--- src/rtl/can_mbi_pkg.sv ---
package can_mbi_pkg;
  // Register groups: group g occupies NUM_SEG consecutive addresses.
  localparam int NUM_GRP      = 8;
  localparam int GRP_MASK     = 0;
  localparam int GRP_RXDATA   = 1;
  localparam int GRP_REMOTE   = 2;
  localparam int GRP_OVERRUN  = 3;
  localparam int GRP_TXPEND   = 4;
  localparam int GRP_TXCANCEL = 5;
  localparam int GRP_ABTACK   = 6;
  localparam int GRP_EMPTY    = 7;

  // Sticky flag banks.
  localparam int NUM_FLAG    = 5;
  localparam int FLG_RXDATA  = 0;
  localparam int FLG_REMOTE  = 1;
  localparam int FLG_OVERRUN = 2;
  localparam int FLG_ABTACK  = 3;
  localparam int FLG_EMPTY   = 4;

  // Interrupt request lines.
  localparam int NUM_IRQ     = 4;
  localparam int IRQ_RXDATA  = 0;
  localparam int IRQ_REMOTE  = 1;
  localparam int IRQ_OVERRUN = 2;
  localparam int IRQ_EMPTY   = 3;

  // Register group owning each flag bank.
  function automatic int flag_grp(input int f);
    case (f)
      FLG_RXDATA:  return GRP_RXDATA;
      FLG_REMOTE:  return GRP_REMOTE;
      FLG_OVERRUN: return GRP_OVERRUN;
      FLG_ABTACK:  return GRP_ABTACK;
      default:     return GRP_EMPTY;
    endcase
  endfunction
endpackage

--- src/rtl/mbi_rst_sync.sv ---
module mbi_rst_sync (
  input  logic clk,
  input  logic rst_n,
  output logic rst_sync_n
);
  logic [1:0] sync_q;

  always_ff @(posedge clk or negedge rst_n) begin
    if (!rst_n) sync_q <= 2'b00;
    else        sync_q <= {sync_q[0], 1'b1};
  end

  assign rst_sync_n = sync_q[1];
endmodule

--- src/rtl/mbi_flag_bank.sv ---
// Sticky flags: hardware set, software write-1 clear, set dominates.
module mbi_flag_bank #(
  parameter int N = 32
) (
  input  logic         clk,
  input  logic         rst_n,
  input  logic [N-1:0] set_i,
  input  logic [N-1:0] clr_i,
  output logic [N-1:0] q_o
);
  logic [N-1:0] q_nxt;
  logic         upd;

  always_comb begin
    q_nxt = (q_o & ~clr_i) | set_i;
    upd   = |(set_i | clr_i);
  end

  always_ff @(posedge clk or negedge rst_n) begin
    if (!rst_n)   q_o <= '0;
    else if (upd) q_o <= q_nxt;
  end
endmodule

--- src/rtl/mbi_tx_req.sv ---
// Transmit request and cancel bits: software set, retired by done/abort.
module mbi_tx_req #(
  parameter int N = 32
) (
  input  logic         clk,
  input  logic         rst_n,
  input  logic [N-1:0] pend_set_i,
  input  logic [N-1:0] cancel_set_i,
  input  logic [N-1:0] done_i,
  input  logic [N-1:0] abort_i,
  output logic [N-1:0] pend_o,
  output logic [N-1:0] cancel_o
);
  logic [N-1:0] retire;
  logic [N-1:0] pend_nxt;
  logic [N-1:0] cancel_nxt;
  logic         upd;

  always_comb begin
    retire     = done_i | abort_i;
    // The retire term is applied last, so hardware completion wins.
    pend_nxt   = (pend_o   | pend_set_i)   & ~retire;
    cancel_nxt = (cancel_o | cancel_set_i) & ~retire;
    upd        = |(retire | pend_set_i | cancel_set_i);
  end

  always_ff @(posedge clk or negedge rst_n) begin
    if (!rst_n) begin
      pend_o   <= '0;
      cancel_o <= '0;
    end else if (upd) begin
      pend_o   <= pend_nxt;
      cancel_o <= cancel_nxt;
    end
  end
endmodule

--- src/rtl/mbi_irq_merge.sv ---
// Registered masked OR reduction, one request line per source bank.
module mbi_irq_merge #(
  parameter int N = 32,
  parameter int M = 4
) (
  input  logic         clk,
  input  logic         rst_n,
  input  logic [N-1:0] src_i [M],
  input  logic [N-1:0] mask_i,
  output logic [M-1:0] irq_o
);
  logic [M-1:0] irq_nxt;

  always_comb begin
    for (int m = 0; m < M; m++) irq_nxt[m] = |(src_i[m] & ~mask_i);
  end

  always_ff @(posedge clk or negedge rst_n) begin
    if (!rst_n) irq_o <= '0;
    else        irq_o <= irq_nxt;
  end
endmodule

--- src/rtl/can_mbi_top.sv ---
module can_mbi_top
  import can_mbi_pkg::*;
#(
  parameter int NUM_MB = 32,
  parameter int DATA_W = 16,
  parameter int ADDR_W = 5
) (
  input  logic              clk,
  input  logic              rst_n,
  input  logic [NUM_MB-1:0] ev_rx_data,
  input  logic [NUM_MB-1:0] ev_rx_remote,
  input  logic [NUM_MB-1:0] ev_overrun,
  input  logic [NUM_MB-1:0] ev_tx_done,
  input  logic [NUM_MB-1:0] ev_tx_abort,
  input  logic              wr_en,
  input  logic [ADDR_W-1:0] wr_addr,
  input  logic [DATA_W-1:0] wr_data,
  input  logic [ADDR_W-1:0] rd_addr,
  output logic [DATA_W-1:0] rd_data,
  output logic              irq_rx_data,
  output logic              irq_rx_remote,
  output logic              irq_overrun,
  output logic              irq_mb_empty
);
  localparam int NUM_SEG = NUM_MB / DATA_W;

  logic              rst_sync_n;
  logic [NUM_MB-1:0] grp_wr   [NUM_GRP];
  logic [NUM_MB-1:0] grp_view [NUM_GRP];
  logic [NUM_MB-1:0] flag_set [NUM_FLAG];
  logic [NUM_MB-1:0] flag_q   [NUM_FLAG];
  logic [NUM_MB-1:0] irq_src  [NUM_IRQ];
  logic [NUM_MB-1:0] mask_q;
  logic [NUM_MB-1:0] mask_nxt;
  logic              mask_upd;
  logic [NUM_MB-1:0] txpend_q;
  logic [NUM_MB-1:0] txcancel_q;
  logic [NUM_IRQ-1:0] irq_q;

  mbi_rst_sync u_rst_sync (
    .clk        (clk),
    .rst_n      (rst_n),
    .rst_sync_n (rst_sync_n)
  );

  // Write decode: per group, the write-1 vector across all mailboxes.
  // Full address compare, so addresses beyond the map hit nothing.
  always_comb begin
    for (int g = 0; g < NUM_GRP; g++) grp_wr[g] = '0;
    if (wr_en) begin
      for (int g = 0; g < NUM_GRP; g++) begin
        for (int s = 0; s < NUM_SEG; s++) begin
          if (wr_addr == ADDR_W'(g * NUM_SEG + s))
            grp_wr[g][s*DATA_W +: DATA_W] = wr_data;
        end
      end
    end
  end

  // Mask register: plain read/write, reset to all masked.
  always_comb begin
    mask_nxt = mask_q;
    mask_upd = 1'b0;
    for (int s = 0; s < NUM_SEG; s++) begin
      if (wr_en && (wr_addr == ADDR_W'(GRP_MASK * NUM_SEG + s))) begin
        mask_nxt[s*DATA_W +: DATA_W] = wr_data;
        mask_upd = 1'b1;
      end
    end
  end

  always_ff @(posedge clk or negedge rst_sync_n) begin
    if (!rst_sync_n)   mask_q <= '1;
    else if (mask_upd) mask_q <= mask_nxt;
  end

  // Hardware set sources per flag bank; the mask is not involved.
  always_comb begin
    flag_set[FLG_RXDATA]  = ev_rx_data;
    flag_set[FLG_REMOTE]  = ev_rx_remote;
    flag_set[FLG_OVERRUN] = ev_overrun;
    flag_set[FLG_ABTACK]  = ev_tx_abort;
    flag_set[FLG_EMPTY]   = ev_tx_done | ev_tx_abort;
  end

  for (genvar f = 0; f < NUM_FLAG; f++) begin : g_flag
    localparam int GRP = flag_grp(f);
    mbi_flag_bank #(.N(NUM_MB)) u_bank (
      .clk   (clk),
      .rst_n (rst_sync_n),
      .set_i (flag_set[f]),
      .clr_i (grp_wr[GRP]),
      .q_o   (flag_q[f])
    );
  end

  mbi_tx_req #(.N(NUM_MB)) u_tx_req (
    .clk          (clk),
    .rst_n        (rst_sync_n),
    .pend_set_i   (grp_wr[GRP_TXPEND]),
    .cancel_set_i (grp_wr[GRP_TXCANCEL]),
    .done_i       (ev_tx_done),
    .abort_i      (ev_tx_abort),
    .pend_o       (txpend_q),
    .cancel_o     (txcancel_q)
  );

  always_comb begin
    irq_src[IRQ_RXDATA]  = flag_q[FLG_RXDATA];
    irq_src[IRQ_REMOTE]  = flag_q[FLG_REMOTE];
    irq_src[IRQ_OVERRUN] = flag_q[FLG_OVERRUN];
    irq_src[IRQ_EMPTY]   = flag_q[FLG_EMPTY];
  end

  mbi_irq_merge #(.N(NUM_MB), .M(NUM_IRQ)) u_irq (
    .clk    (clk),
    .rst_n  (rst_sync_n),
    .src_i  (irq_src),
    .mask_i (mask_q),
    .irq_o  (irq_q)
  );

  assign irq_rx_data   = irq_q[IRQ_RXDATA];
  assign irq_rx_remote = irq_q[IRQ_REMOTE];
  assign irq_overrun   = irq_q[IRQ_OVERRUN];
  assign irq_mb_empty  = irq_q[IRQ_EMPTY];

  // Read view and combinational read mux; unmapped addresses give 0.
  always_comb begin
    grp_view[GRP_MASK]     = mask_q;
    grp_view[GRP_RXDATA]   = flag_q[FLG_RXDATA];
    grp_view[GRP_REMOTE]   = flag_q[FLG_REMOTE];
    grp_view[GRP_OVERRUN]  = flag_q[FLG_OVERRUN];
    grp_view[GRP_TXPEND]   = txpend_q;
    grp_view[GRP_TXCANCEL] = txcancel_q;
    grp_view[GRP_ABTACK]   = flag_q[FLG_ABTACK];
    grp_view[GRP_EMPTY]    = flag_q[FLG_EMPTY];
  end

  always_comb begin
    rd_data = '0;
    for (int g = 0; g < NUM_GRP; g++) begin
      for (int s = 0; s < NUM_SEG; s++) begin
        if (rd_addr == ADDR_W'(g * NUM_SEG + s))
          rd_data = grp_view[g][s*DATA_W +: DATA_W];
      end
    end
  end
endmodule

--- config.mk ---
export PLATFORM = sky130hd
export DESIGN_NAME = can_mbi_top
export DESIGN_NICKNAME = d
export VERILOG_FILES = /design/src/rtl/can_mbi_pkg.sv /design/src/rtl/mbi_rst_sync.sv /design/src/rtl/mbi_flag_bank.sv /design/src/rtl/mbi_tx_req.sv /design/src/rtl/mbi_irq_merge.sv /design/src/rtl/can_mbi_top.sv
export SDC_FILE = /design/constraint.sdc
export NUM_CORES = 1
export LEC_CHECK = 0
export BUFFER_PORTS_ARGS = -buffer_cell sky130_fd_sc_hd__buf_4
export CAP_MARGIN = 10
export CELL_PAD_IN_SITES_DETAIL_PLACEMENT = 0
export CELL_PAD_IN_SITES_GLOBAL_PLACEMENT = 1
export CORE_UTILIZATION = 47
export DETAILED_ROUTE_END_ITERATION = 6
export PLACE_DENSITY = 0.91
export SYNTH_ARGS = -nofsm -noshare
export SYNTH_HDL_FRONTEND = slang
export SYNTH_HIERARCHICAL = 1
export SYNTH_SLANG_ARGS = --single-unit
--- constraint.sdc ---
create_clock -name clk -period 13.2 [get_ports clk]
set_input_delay 1.98 -clock clk [delete_from_list [all_inputs] [get_ports clk]]
set_output_delay 1.98 -clock clk [all_outputs]
set_load 0.02 [all_outputs]
### Yosys cells after proc, flatten, opt, wreduce, memory -nomap -nowiden

Cells that the tools add are included.

| operators by class | value |
|---|---|
| multiplexer cells | 33 |
| reductions and logical operators | 16 |
| equal/unequal tests | 30 |
| bitwise logic cells | 33 |

Operators with widths:

| kind | number |
|---|---|
| two-way mux 16 bit | 30 |
| OR 32 bit | 15 |
| bitwise AND 32 bit | 11 |
| OR reduction 32 bit | 10 |
| two-way mux 224 bit | 1 |
| inverter 32 bit | 7 |
| equality test 5 x 4 -> 1 bit, second input constant | 16 |
| equality test 5 x 3 -> 1 bit, second input constant | 8 |
| equality test 5 x 2 -> 1 bit, second input constant | 4 |
| equality test 5 x 1 -> 1 bit, second input constant | 2 |
| logical NOT 5 bit | 2 |
| AND reduction 2 bit | 2 |
| logical AND 1 bit | 2 |
| two-way mux 1 bit | 2 |

| storage, ports and cells | value |
|---|---|
| bits in registers | 262 |
| word-level logic and storage cells | 123 |
| output and inout port bits | 20 |
| input bits | 189 |

### Logic depth before layout (Yosys ltp)

Gate-level depths: netlist (run 1).

| logic depth | value |
|---|---|
| word-level depth | 17 |
| mapped depth | 9 |
| mapped depth without buffers | 5 |

### Modules after synthesis

The synthesis (run 1) kept the hierarchy.

Modules (own cells, without submodules):

| module | instances | cells an instance | area an instance (um^2) |
|---|---|---|---|
| mbi_flag_bank | 5 | 96 | 1,161.1 |
| can_mbi_top | 1 | 823 | 5,416.4 |
| mbi_tx_req | 1 | 192 | 2,162.1 |
| mbi_irq_merge | 1 | 216 | 1,106.1 |
| mbi_rst_sync | 1 | 3 | 53.8 |

### Worst setup path before layout (run 1)

No wires, ideal clock.

| timing path | value |
|---|---|
| kind | input port to output port |
| start point | input port rd_addr[2] |
| end point | output port rd_data[0] |
| stages on the path | 7 |
| path buffers | 2 |
| setup slack | 7,641 ps |
| arrival time | 3,579 ps |
| cells stage by stage | buf_2 > buf_6 > or3b_2 > a211oi_1 > nor4_1 > a21boi_0 > o21ai_0 |

| on the way | value |
|---|---|
| word-level cells in the longest chain between the ends | 17 |
| elaborated cells on any way between the ends | 32 |
| classes of those cells | eq/ne: 15; mux: 16; reduce/logical: 1 |

Ends and longest elaborated chain:

| what | RTL line | source |
|---|---|---|
| start, declared | can_mbi_top.sv:18 | `input logic [ADDR_W-1:0] rd_addr,` |
| logical NOT 5 bit | can_mbi_top.sv:144 | `if (rd_addr == ADDR_W'(g * NUM_SEG + s))` |
| two-way mux 16 bit (15 in series) | can_mbi_top.sv:144 |  |
| two-way mux 16 bit * | can_mbi_top.sv:144 |  |
| end, declared | can_mbi_top.sv:19 | `output logic [DATA_W-1:0] rd_data,` |

Every way passes the cells marked *; elsewhere a longest branch is shown, timed or not.

### Final worst setup path (run 1)

| timing path | value |
|---|---|
| start point | input port rd_addr[1] |
| end point | output port rd_data[9] |

The elaborated chain is that of the path after synthesis.

==> results of run 1 <==
## layout by cell type (no fill, tap or decap), drive strengths merged, types with 4 or more instances in the layout
cell / n
nand2: 57
or3: 7
a22oi: 11
nand3b: 4
buf: 215
mux2: 36
inv: 297
nand3: 12
mux2i: 26
o22ai: 78
a2bb2oi: 7
o2bb2ai: 6
dfrtp: 230
a211oi: 11
dfstp: 32
nor2: 324
or2: 33
nor3b: 10
a31oi: 9
a211o: 8
a221o: 5
nand4: 5
a21o: 165
nor2b: 16
clkbuf: 48
and3: 4
a21oi: 32
o21a: 6
or3b: 5
nor3: 79
a221oi: 6
o221ai: 8
nand2b: 9
a22o: 4
nor4: 20
o21ai: 32
## how the worst max path moves through the flow
stage                                     from                      end  cells past startpoint
after floorplan           u_rst_sync/sync_q[1]  g_flag[0].u_bank/q_o[0]                      0
after global placement              rd_addr[0]              rd_data[15]                      8
after detailed placement            rd_addr[0]              rd_data[15]                      8
after CTS                           rd_addr[1]               rd_data[9]                      7
after global routing                rd_addr[0]              rd_data[14]                      8
final                               rd_addr[1]               rd_data[9]                      7
## synthesized netlist by cell type (5+ instances only)
master     instances  share of area [%]
mux2i_1           26                1.8
dfstp_2           32                5.8
a21o_1           165                8.5
nor3_1            77                2.6
a221oi_1           5               0.30
mux2_2            36                2.8
a221o_1            5               0.34
a211oi_1          11               0.57
or2_2             33                1.4
a21oi_1           31                1.1
nor2_1           319                8.2
a2bb2oi_1          7               0.42
nand2b_1           9               0.39
buf_4              7               0.36
a22oi_1           11               0.57
nand2_1           57                1.5
o21a_1             6               0.31
clkbuf_1          27               0.70
o2bb2ai_1          6               0.36
or3_1              7               0.30
nor2b_1           16               0.69
o22ai_1           78                3.4
o21ai_0           32                1.1
a211o_1            8               0.48
o221ai_1           8               0.48
nand3_1           12               0.41
nor3b_1            9               0.46
dfrtp_1          230                 40
inv_1            296                7.6
nand4_1            5               0.22
buf_1             16               0.41
a31oi_1            9               0.39
nor4_1            20               0.86
buf_2             23               0.79
## per-stage QoR
stage / setup WS, ns / utilization (%)
4_1_cts: 6.431 / 56.32
6_report: 6.235 / 56.32
3_5_place_dp: 6.449 / 53.44
2_1_floorplan: 5.414 / -
5_1_grt: 6.227 / 56.32
3_3_place_gp: 6.476 / 53.44
## area by class of cell
class                   count  area (um2)
fillers                  2828       13330
clock buffers              48       827.0
multi-input cells        1081        6485
repair buffers            215        1614
well taps                 396       495.5
inverters                 296        1111
flip-flops and latches    262        6600
clock inverters             6       50.05
## cells by family (layout without fill, tap and decap cells)
logic type      after synthesis  after routing  synth area share (%)
simple gates                600            600                 19.30
compound gates              416            416                 20.37
buf+inv                     371            565                 10.06
flops                       262            262                 45.35
mux                          64             64                 4.886
other cells                   1              1               0.02578
## registers in the layout (all words and copies together), names as in the netlist
| register | cells |
|---|---|
| g_flag.u_bank/q_o | 160 |
| mask_q | 32 |
| u_irq/irq_o | 4 |
| u_rst_sync/sync_q | 2 |
| u_tx_req/cancel_o | 32 |
| u_tx_req/pend_o | 32 |
## critical path: cells and delay by family
family,cells,cell delay (ns)
buf+inv,2,0.80
simple gates,2,1.29
compound gates,3,0.84
## power groups by stage
stage | logic, mW | registers, mW | clock network [mW]
finish | 0.239 | 0.913 | 0.761
global route | 0.252 | 0.912 | 0.805
CTS | 0.235 | 0.907 | 0.771
detailed placement | 0.233 | 0.921 | 0
global placement | 0.231 | 0.920 | 0
floorplan | 0.119 | 0.890 | 0
## metal layers
layer  share of wire [%]  GRT usage, %  up-vias  wire length, um
met5               0.022             0        -               13
met3                 9.5         7.991      137             5753
met2                  44         58.97      812            26720
met1                  42         53.15     6819            25360
li1                    -             -     6090                -
met4                 4.2         15.14        2             2544
==> results.ini, run 1 <==
[clock_network]
cts_num_sinks = 262
cts_resized = 0
clk_pin_slew_ns = 0.05
clock_latency_ns = 0.57
h-tree-depth = 1
cts_made_buffers = 29
cts_tree = built
root_buffer = clkbuf_16
cts_max_path_buffers = 3
cts_hold_buffers = 0
postCtsSetupRepairBufs = 0

[outcome]
status = finished, final reports clean

[critical_path]
slowest_delay_ns = 0.76
cp-end-kind = output pin
r2r-end = g_flag[4].u_bank/q_o[25]
cp.required_ns = 11.22
path_cells = buf_4 > or3b_4 > nor2_1 > a22o_1 > o21ai_0 > a31oi_1 > buf_4
critPathLaunchType = input pin
path_max_fanout = 58
reg2reg_depth = 2
cp.arrival_ns = 4.98
worst_path_max_delay_cell = nor2_1
path_common_cell = buf_4
rr_startpoint = u_rst_sync/sync_q[1]
critical_path_class = input pin to output pin
reg2reg_slack_ns = 10.50

[grt]
grt_usage_pct = 38.51
grt_max_degree = 72
antenna_found_initial = 1
grt_pass1_vias = 13440
grt_overflow = 0
grt_pass1_wl_mm = 87.92

[power]
total_power_mw = 1.913
cellPowerDensity_nw_per_um2 = 111.3
switching_share_pct = 28.27
p_int_mw = 1.372
clkPwrFrac_pct = 39.8
p_seq_share_pct = 47.7
ir_worst_vdd_v = 0.0001018
comb_power_share_pct = 12.5
p_sw_mw = 0.5409
p_leak_nw = 7.435

[sta]
rsz0062_at_grt = false
hold_viol = 0
worst_slew_pin_slew_ns = 1.091
setup_violations = 0
fmax_ghz = 0.1436
finalCritPeriodShare_pct = 52.76
fin_skew_ns = 0.009787
slew_violations = 0
slew_headroom_pct = 27.06
fin_tns_setup_ns = 0
whs_ns = 0.3554
period_minus_slack_ns = 6.965

[yosys]
postSynthAreaPerCell_um2 = 8.485
ys_warn_count = 6
syn_inst = 1714
ys.flop_type = dfrtp_1
netlist_area_um2 = 14540
async_flop_share_pct = 100.0
synth-edff-count = 0
yosysUniqueCellTypes = 72
synth-seq-cells = 262
syn_nets = 1903
yosysSeqAreaShare_pct = 45.35

[hold_path]
holdPathStages = 0
worstHoldStart = u_rst_sync/sync_q[0]
hold_end = u_rst_sync/sync_q[1]
hold_path.class = register to register

[drt]
vias = 13860
drc = 0
dr.pass1.iters = 6
via_per_inst = 6.016
wl_per_cell_um = 26.21
postRouteAntennaNets = 0
first_iter_violations = 1796
routed_wl_mm = 60.39

[place]
place_congestion = 1.019
dp_cells = 2250
io_buffer_count = 208
placed_area_um2 = 16310
dp_hpwl_mm = 45.33

[finish]
nets = 2074
syn2layout_area_growth_pct = 18.14
final_area_um2 = 17180
fin_cells = 2304
diodes = 0
drive_above_1_share_pct = 19.60

[die]
rows = 64
die_area_um2 = 31650
start_util_pct = 47.67
die_h_um = 177.9
io_pins = 209
core_um2 = 30510
die_width_um = 177.9

[run]
drv_cap = 0

Power figures use the tool's default switching activity.
==> run 2: changes to the inputs <==
--- a/config.mk
+++ b/config.mk
@@ -9,9 +9,9 @@
 export CAP_MARGIN = 10
 export CELL_PAD_IN_SITES_DETAIL_PLACEMENT = 0
 export CELL_PAD_IN_SITES_GLOBAL_PLACEMENT = 1
-export CORE_UTILIZATION = 47
+export CORE_UTILIZATION = 39
 export DETAILED_ROUTE_END_ITERATION = 6
-export PLACE_DENSITY = 0.91
+export PLACE_DENSITY = 0.81
 export SYNTH_ARGS = -nofsm -noshare
 export SYNTH_HDL_FRONTEND = slang
 export SYNTH_HIERARCHICAL = 1
==> constraint.sdc (replaced) <==
create_clock -name clk -period 5.8 [get_ports clk]
set_input_delay 0.87 -clock clk [delete_from_list [all_inputs] [get_ports clk]]
set_output_delay 0.87 -clock clk [all_outputs]
set_load 0.02 [all_outputs]
==> run 2 against run 1 <==
Against the previous run:
- sequential cell count unchanged
- sequential share of layout area fell by 0.57 points
- cell area increased by 1.5%
- clock power grew to 2.6 times the previous value
- sequential power is 130% higher
- die area grew 20%
- clock-buffer cell count is 2 higher
- combinational power up 130%
- register-to-register slack worse by 6.6 ns
- via count is 1.6% lower
==> results.ini, run 2 (synthesis gave the netlist of run 1 again) <==
[outcome]
status = finished, final reports clean

[sta]
hold_viol = 0  ; unchanged
period_minus_slack_ns = 4.766
rsz0062_at_grt = false
fin_skew_ns = 0.01712  ; +0.007332 ns
slew_violations = 0  ; unchanged
whs_ns = 0.04204  ; -0.3133 ns
fin_tns_setup_ns = 0  ; unchanged
worst_slew_pin_slew_ns = 1.182  ; +0.09095 ns
finalCritPeriodShare_pct = 82.18
setup_violations = 0  ; unchanged
final.setup.worst_slack_ns = 1.034  ; -5.202 ns
fmax_ghz = 0.2098
slew_headroom_pct = 20.98  ; -6.1 points

[place]
dp_cells = 2323  ; +3.2%
place_congestion = 1.011  ; -0.75%
io_buffer_count = 208  ; unchanged
post-place-ws_ns = 1.169  ; -5.280 ns
dp_hpwl_mm = 47.06  ; +3.8%

[die]
die_width_um = 195.1  ; +9.7%
core_um2 = 36610  ; +20%
start_util_pct = 39.73  ; -7.9 points
rows = 70  ; +9.4%
io_pins = 209  ; unchanged
die_area_um2 = 38070  ; +20%
die_h_um = 195.1  ; +9.7%

[critical_path]
path_common_cell = buf_4
cp.arrival_ns = 3.90  ; -1.08 ns
r2r-end = u_irq/irq_o[3]
reg2reg_slack_ns = 3.90  ; -6.60 ns
cp.required_ns = 4.93  ; -6.29 ns
cp-end-kind = output pin
rr_startpoint = mask_q[7]
path_max_fanout = 58  ; unchanged
critical_path_class = input pin to output pin
reg2reg_depth = 3  ; +1
slowest_delay_ns = 0.81  ; +0.05 ns
critPathLaunchType = input pin
path_cells = buf_4 > or3b_4 > nor2_1 > a22o_1 > o21ai_0 > a31oi_1 > buf_4
worst_path_max_delay_cell = nor2_1

[power]
ir_worst_vdd_v = 0.0002011  ; +98%
p_int_mw = 3.320  ; +140%
switching_share_pct = 27.89  ; -0.38 points
cellPowerDensity_nw_per_um2 = 264.0  ; +140%
p_leak_nw = 7.525  ; +1.2%
clkPwrFrac_pct = 43.0  ; +3.2 points
p_seq_share_pct = 45.0  ; -2.7 points
p_sw_mw = 1.284  ; +140%
comb_power_share_pct = 12.0  ; -0.5 points

[grt]
grt_overflow = 0  ; unchanged
grt_pass1_vias = 13160  ; -2.1%
grt_usage_pct = 32.29  ; -6.2 points
antenna_found_initial = 0  ; -1
grt_max_degree = 154  ; +110%
grt_pass1_wl_mm = 89.24  ; +1.5%

[drt]
dr.pass1.iters = 7  ; +1
postRouteAntennaNets = 0  ; unchanged
via_per_inst = 5.730  ; -4.7%
vias = 13640  ; -1.6%
routed_wl_mm = 62.26  ; +3.1%
wl_per_cell_um = 26.15  ; -0.24%
first_iter_violations = 1585  ; -12%
drc = 0  ; unchanged

[clock_network]
clock_latency_ns = 0.60  ; +0.03 ns
cts_num_sinks = 262  ; unchanged
root_buffer = clkbuf_16
postCtsSetupRepairBufs = 0  ; unchanged
cts_made_buffers = 31  ; +6.9%
cts_resized = 0  ; unchanged
cts_max_path_buffers = 3  ; unchanged
cts_hold_buffers = 0  ; unchanged
h-tree-depth = 1  ; unchanged
cts_tree = built
clk_pin_slew_ns = 0.06  ; about the same

[finish]
nets = 2077  ; +0.14%
final_common_cell = nor2_1
top_register = g_flag.u_bank/q_o
drive_above_1_share_pct = 20.02  ; +0.42 points
diodes = 0  ; unchanged
fin_cells = 2381  ; +3.3%
syn2layout_area_growth_pct = 19.92
largest_register_ff_count = 160  ; unchanged
layout_common_cells = nor2_1 (319), inv_1 (296), dfrtp_1 (229)

[hold_path]
hold_path.class = input pin to async pin

[run]
drv_cap = 0  ; unchanged

==> run 2: cell types whose count changed in the layout (fill, tap and decap cells not counted) <==
cell | before | now
buf_12 | 0 | 1
bufinv_16 | 0 | 2
clkbuf_1 | 16 | 12
clkbuf_16 | 29 | 31
clkbuf_8 | 3 | 7
clkinv_2 | 3 | 4
clkinvlp_4 | 2 | 1
==> run 2: area by class of cell <==
type | instances | area, um2
multi-input cells | 1081 | 6485
repair buffers | 216 | 1634
fillers | 3564 | 19170
well taps | 468 | 585.6
flip-flops and latches | 262 | 6600
inverters | 296 | 1111
clock inverters | 8 | 107.6
clock buffers | 50 | 917.1
==> run 2: layer usage <==
layer,track usage [%],up-vias,part of all wire [%]
li1,-,6094,-
met1,45.79,6677,44
met2,48.60,743,44
met3,5.803,129,8.5
met4,13.09,0,4.2
met5,0,-,0
==> run 2: critical path, delay by kind of cell <==
family | cells | cell delay [ns]
AND/OR/NAND/NOR | 2 | 1.34
AO/OA/AOI/OAI | 3 | 0.81
buffers and inverters | 2 | 0.83
==> run 2: through the flow <==
stage	utilization (%)	power [mW]	area, um2
after detailed placement	44.84	2.636	16420
after floorplan	-	2.296	14550
final	47.64	4.604	17440
after CTS	47.64	4.615	17440
after global placement	44.84	2.631	16420
after global routing	47.64	4.738	17440
==> run 2: worst max path at each step <==
stage | start | to | cells after the start
2_1_floorplan | u_rst_sync/sync_q[1] | g_flag[0].u_bank/q_o[0] | 0
3_3_place_gp | rd_addr[1] | rd_data[14] | 7
3_5_place_dp | rd_addr[1] | rd_data[14] | 7
4_1_cts | rd_addr[1] | rd_data[14] | 7
5_1_grt | rd_addr[1] | rd_data[14] | 7
6_report | rd_addr[1] | rd_data[9] | 7
==> run 2: power groups by stage <==
stage / combinational [mW] / clock (mW) / sequential, mW
after floorplan: 0.271 / 0 / 2.02
after global placement: 0.538 / 0 / 2.09
after detailed placement: 0.543 / 0 / 2.09
after CTS: 0.545 / 2.01 / 2.06
after global routing: 0.581 / 2.09 / 2.07
final: 0.552 / 1.98 / 2.07
==> run 3: changes to the inputs <==
==> constraint.sdc (replaced) <==
create_clock -name clk -period 4.2 [get_ports clk]
set_input_delay 0.63 -clock clk [delete_from_list [all_inputs] [get_ports clk]]
set_output_delay 0.63 -clock clk [all_outputs]
set_load 0.02 [all_outputs]
==> run 3 against run 2 <==
Against the previous run:
- core utilization up 0.54 points
- cell area grew 1.1%
- sequential cell count is the same
- first-iteration DRC count fell by 2.7%
- final cell count increased by 0.67%
- routed wire length increased by 2.2%
- worst setup slack got worse by 0.64 ns
- clock skew grew 0.0077 ns
- register-to-register slack lost 1.8 ns
- clock power grew 39%
- non-clock buffer count rose by 20
- sequential share of layout area down 0.42 points
==> results.ini, run 3 (synthesis gave the netlist of run 1 again) <==
[outcome]
status = finished, final reports clean

[grt]
grt_max_degree = 96  ; -38%
grt_pass1_wl_mm = 92.23  ; +3.4%
antenna_found_initial = 0  ; unchanged
grt_overflow = 0  ; unchanged
grt_usage_pct = 33.31  ; +1.0 points
grt_pass1_vias = 13360  ; +1.5%

[place]
place_congestion = 0.9893  ; -2.2%
dp_hpwl_mm = 48.43  ; +2.9%
io_buffer_count = 208  ; unchanged
placed_area_um2 = 16580  ; +1.0%

[sta]
fin_tns_setup_ns = 0  ; unchanged
slew_headroom_pct = 29.72  ; +8.7 points
period_minus_slack_ns = 3.804
fmax_ghz = 0.2629
rsz0062_at_grt = false
finalCritPeriodShare_pct = 90.57
slew_violations = 0  ; unchanged
fin_skew_ns = 0.02486  ; +0.007741 ns
setup_violations = 0  ; unchanged
whs_ns = 0.2138  ; +0.1718 ns
worst_slew_pin_slew_ns = 1.052  ; -0.1303 ns
hold_viol = 0  ; unchanged

[clock_network]
cts_max_path_buffers = 3  ; unchanged
postCtsSetupRepairBufs = 0  ; unchanged
h-tree-depth = 1  ; unchanged
cts_num_sinks = 262  ; unchanged
root_buffer = clkbuf_16
cts_hold_buffers = 1  ; +1
cts_tree = built
clock_latency_ns = 0.58  ; -0.02 ns
clk_pin_slew_ns = 0.06  ; about the same
cts_made_buffers = 29  ; -6.5%
cts_resized = 0  ; unchanged

[critical_path]
cp.required_ns = 3.57  ; -1.36 ns
critPathBufInv = 3  ; +1
path_cells = buf_4 > or2_2 > nor2_1 > buf_4 > a22o_1 > o21ai_0 > a31oi_1 > buf_4
path_max_fanout = 54  ; -6.9%
cp.arrival_ns = 3.17  ; -0.73 ns
cp-end-kind = output pin
worst_path_max_delay_cell = o21ai_0
path_common_cell = buf_4
critPathTopFamily = compound AO/OA/AOI/OAI gates
critPathLaunchType = input pin
critical_path_class = input pin to output pin
slowest_delay_ns = 0.68  ; -0.13 ns

[drt]
first_iter_violations = 1542  ; -2.7%
routed_wl_mm = 63.63  ; +2.2%
via_per_inst = 5.736  ; about the same
dr.pass1.iters = 6  ; -1
vias = 13750  ; +0.77%
drc = 0  ; unchanged
postRouteAntennaNets = 0  ; unchanged
wl_per_cell_um = 26.54  ; +1.5%

[die]
die_area_um2 = 38070  ; unchanged
die_h_um = 195.1  ; unchanged
core_um2 = 36610  ; unchanged
rows = 70  ; unchanged
start_util_pct = 39.73  ; unchanged
die_width_um = 195.1  ; unchanged
io_pins = 209  ; unchanged

[hold_path]
hold_path.class = input pin to register

[power]
cellPowerDensity_nw_per_um2 = 363.4  ; +38%
p_leak_nw = 7.651  ; +1.7%
ir_worst_vdd_v = 0.0002724  ; +35%

[finish]
syn2layout_area_growth_pct = 21.28
top_register = g_flag.u_bank/q_o
final_area_um2 = 17640  ; +1.1%
nets = 2095  ; +0.87%
layout_common_cells = nor2_1 (319), inv_1 (296), buf_4 (232)
largest_register_ff_count = 160  ; unchanged
diodes = 0  ; unchanged
nFillCells = 3533  ; -0.87%
final_common_cell = nor2_1
drive_above_1_share_pct = 21.05  ; +1.0 points

[run]
drv_cap = 0  ; unchanged

[run 3: final cells by class]
| type | count | area [um2] | area share [%] |
|---|---|---|---|
| Multi-Input combinational cell | 1081 | 6485 | 36.77 |
| Inverter | 296 | 1111 | 6.299 |
| Timing Repair Buffer | 236 | 1812 | 10.27 |
| Tap cell | 468 | 585.6 | 3.320 |
| Sequential cell | 262 | 6600 | 37.42 |
| Clock buffer | 43 | 878.3 | 4.980 |
| Clock inverter | 11 | 166.4 | 0.9435 |
[run 3: worst paths after layout]
| kind | depth (start not counted) | from | slack, ns | to |
|---|---|---|---|---|
| max | 8 | rd_addr[0] | 0.40 | rd_data[5] |
| max reg2reg | 3 | mask_q[7] | 2.09 | u_irq/irq_o[3] |
| min in group asynchronous | 2 | rst_n | 0.36 | u_rst_sync/sync_q[1] |
| max in group asynchronous | 1 | u_rst_sync/sync_q[1] | 2.70 | mask_q[7] |
| min reg2reg | 0 | u_rst_sync/sync_q[0] | 0.36 | u_rst_sync/sync_q[1] |
| min | 2 | ev_tx_done[26] | 0.21 | u_tx_req/pend_o[26] |
[run 3: worst reg2reg max path, cell delays in order, from the launching register on]
cell     delay (ns)
dfstp_2        0.69
o22ai_1        0.12
nor4_1         0.80
nand4_1        0.30
[run 3: layer usage]
layer	up-vias	track usage [%]	part of all wire, %
met5	-	0	0
met4	0	9.945	3.3
met3	113	4.611	7.5
met2	672	52.78	46
met1	6843	47.23	44
li1	6120	-	-
[run 3: power by group]
part	switching, mW	internal, mW	leakage, nW
combinational	0.446	0.334	4.44
sequential	0.221	2.65	2.69
clock	1.07	1.69	0.519
total	1.74	4.67	7.65
[run 3: per-stage QoR]
| step | utilization (%) | setup WS (ns) | power (mW) | instances |
|---|---|---|---|---|
| 2_1_floorplan | - | 1.341 | 3.171 | 1714 |
| 3_3_place_gp | 45.30 | 0.4703 | 3.657 | 2342 |
| 3_5_place_dp | 45.30 | 0.5336 | 3.663 | 2342 |
| 4_1_cts | 48.18 | 0.5117 | 6.428 | 2397 |
| 5_1_grt | 48.18 | 0.3486 | 6.600 | 2397 |
| 6_report | 48.18 | 0.3959 | 6.410 | 2397 |
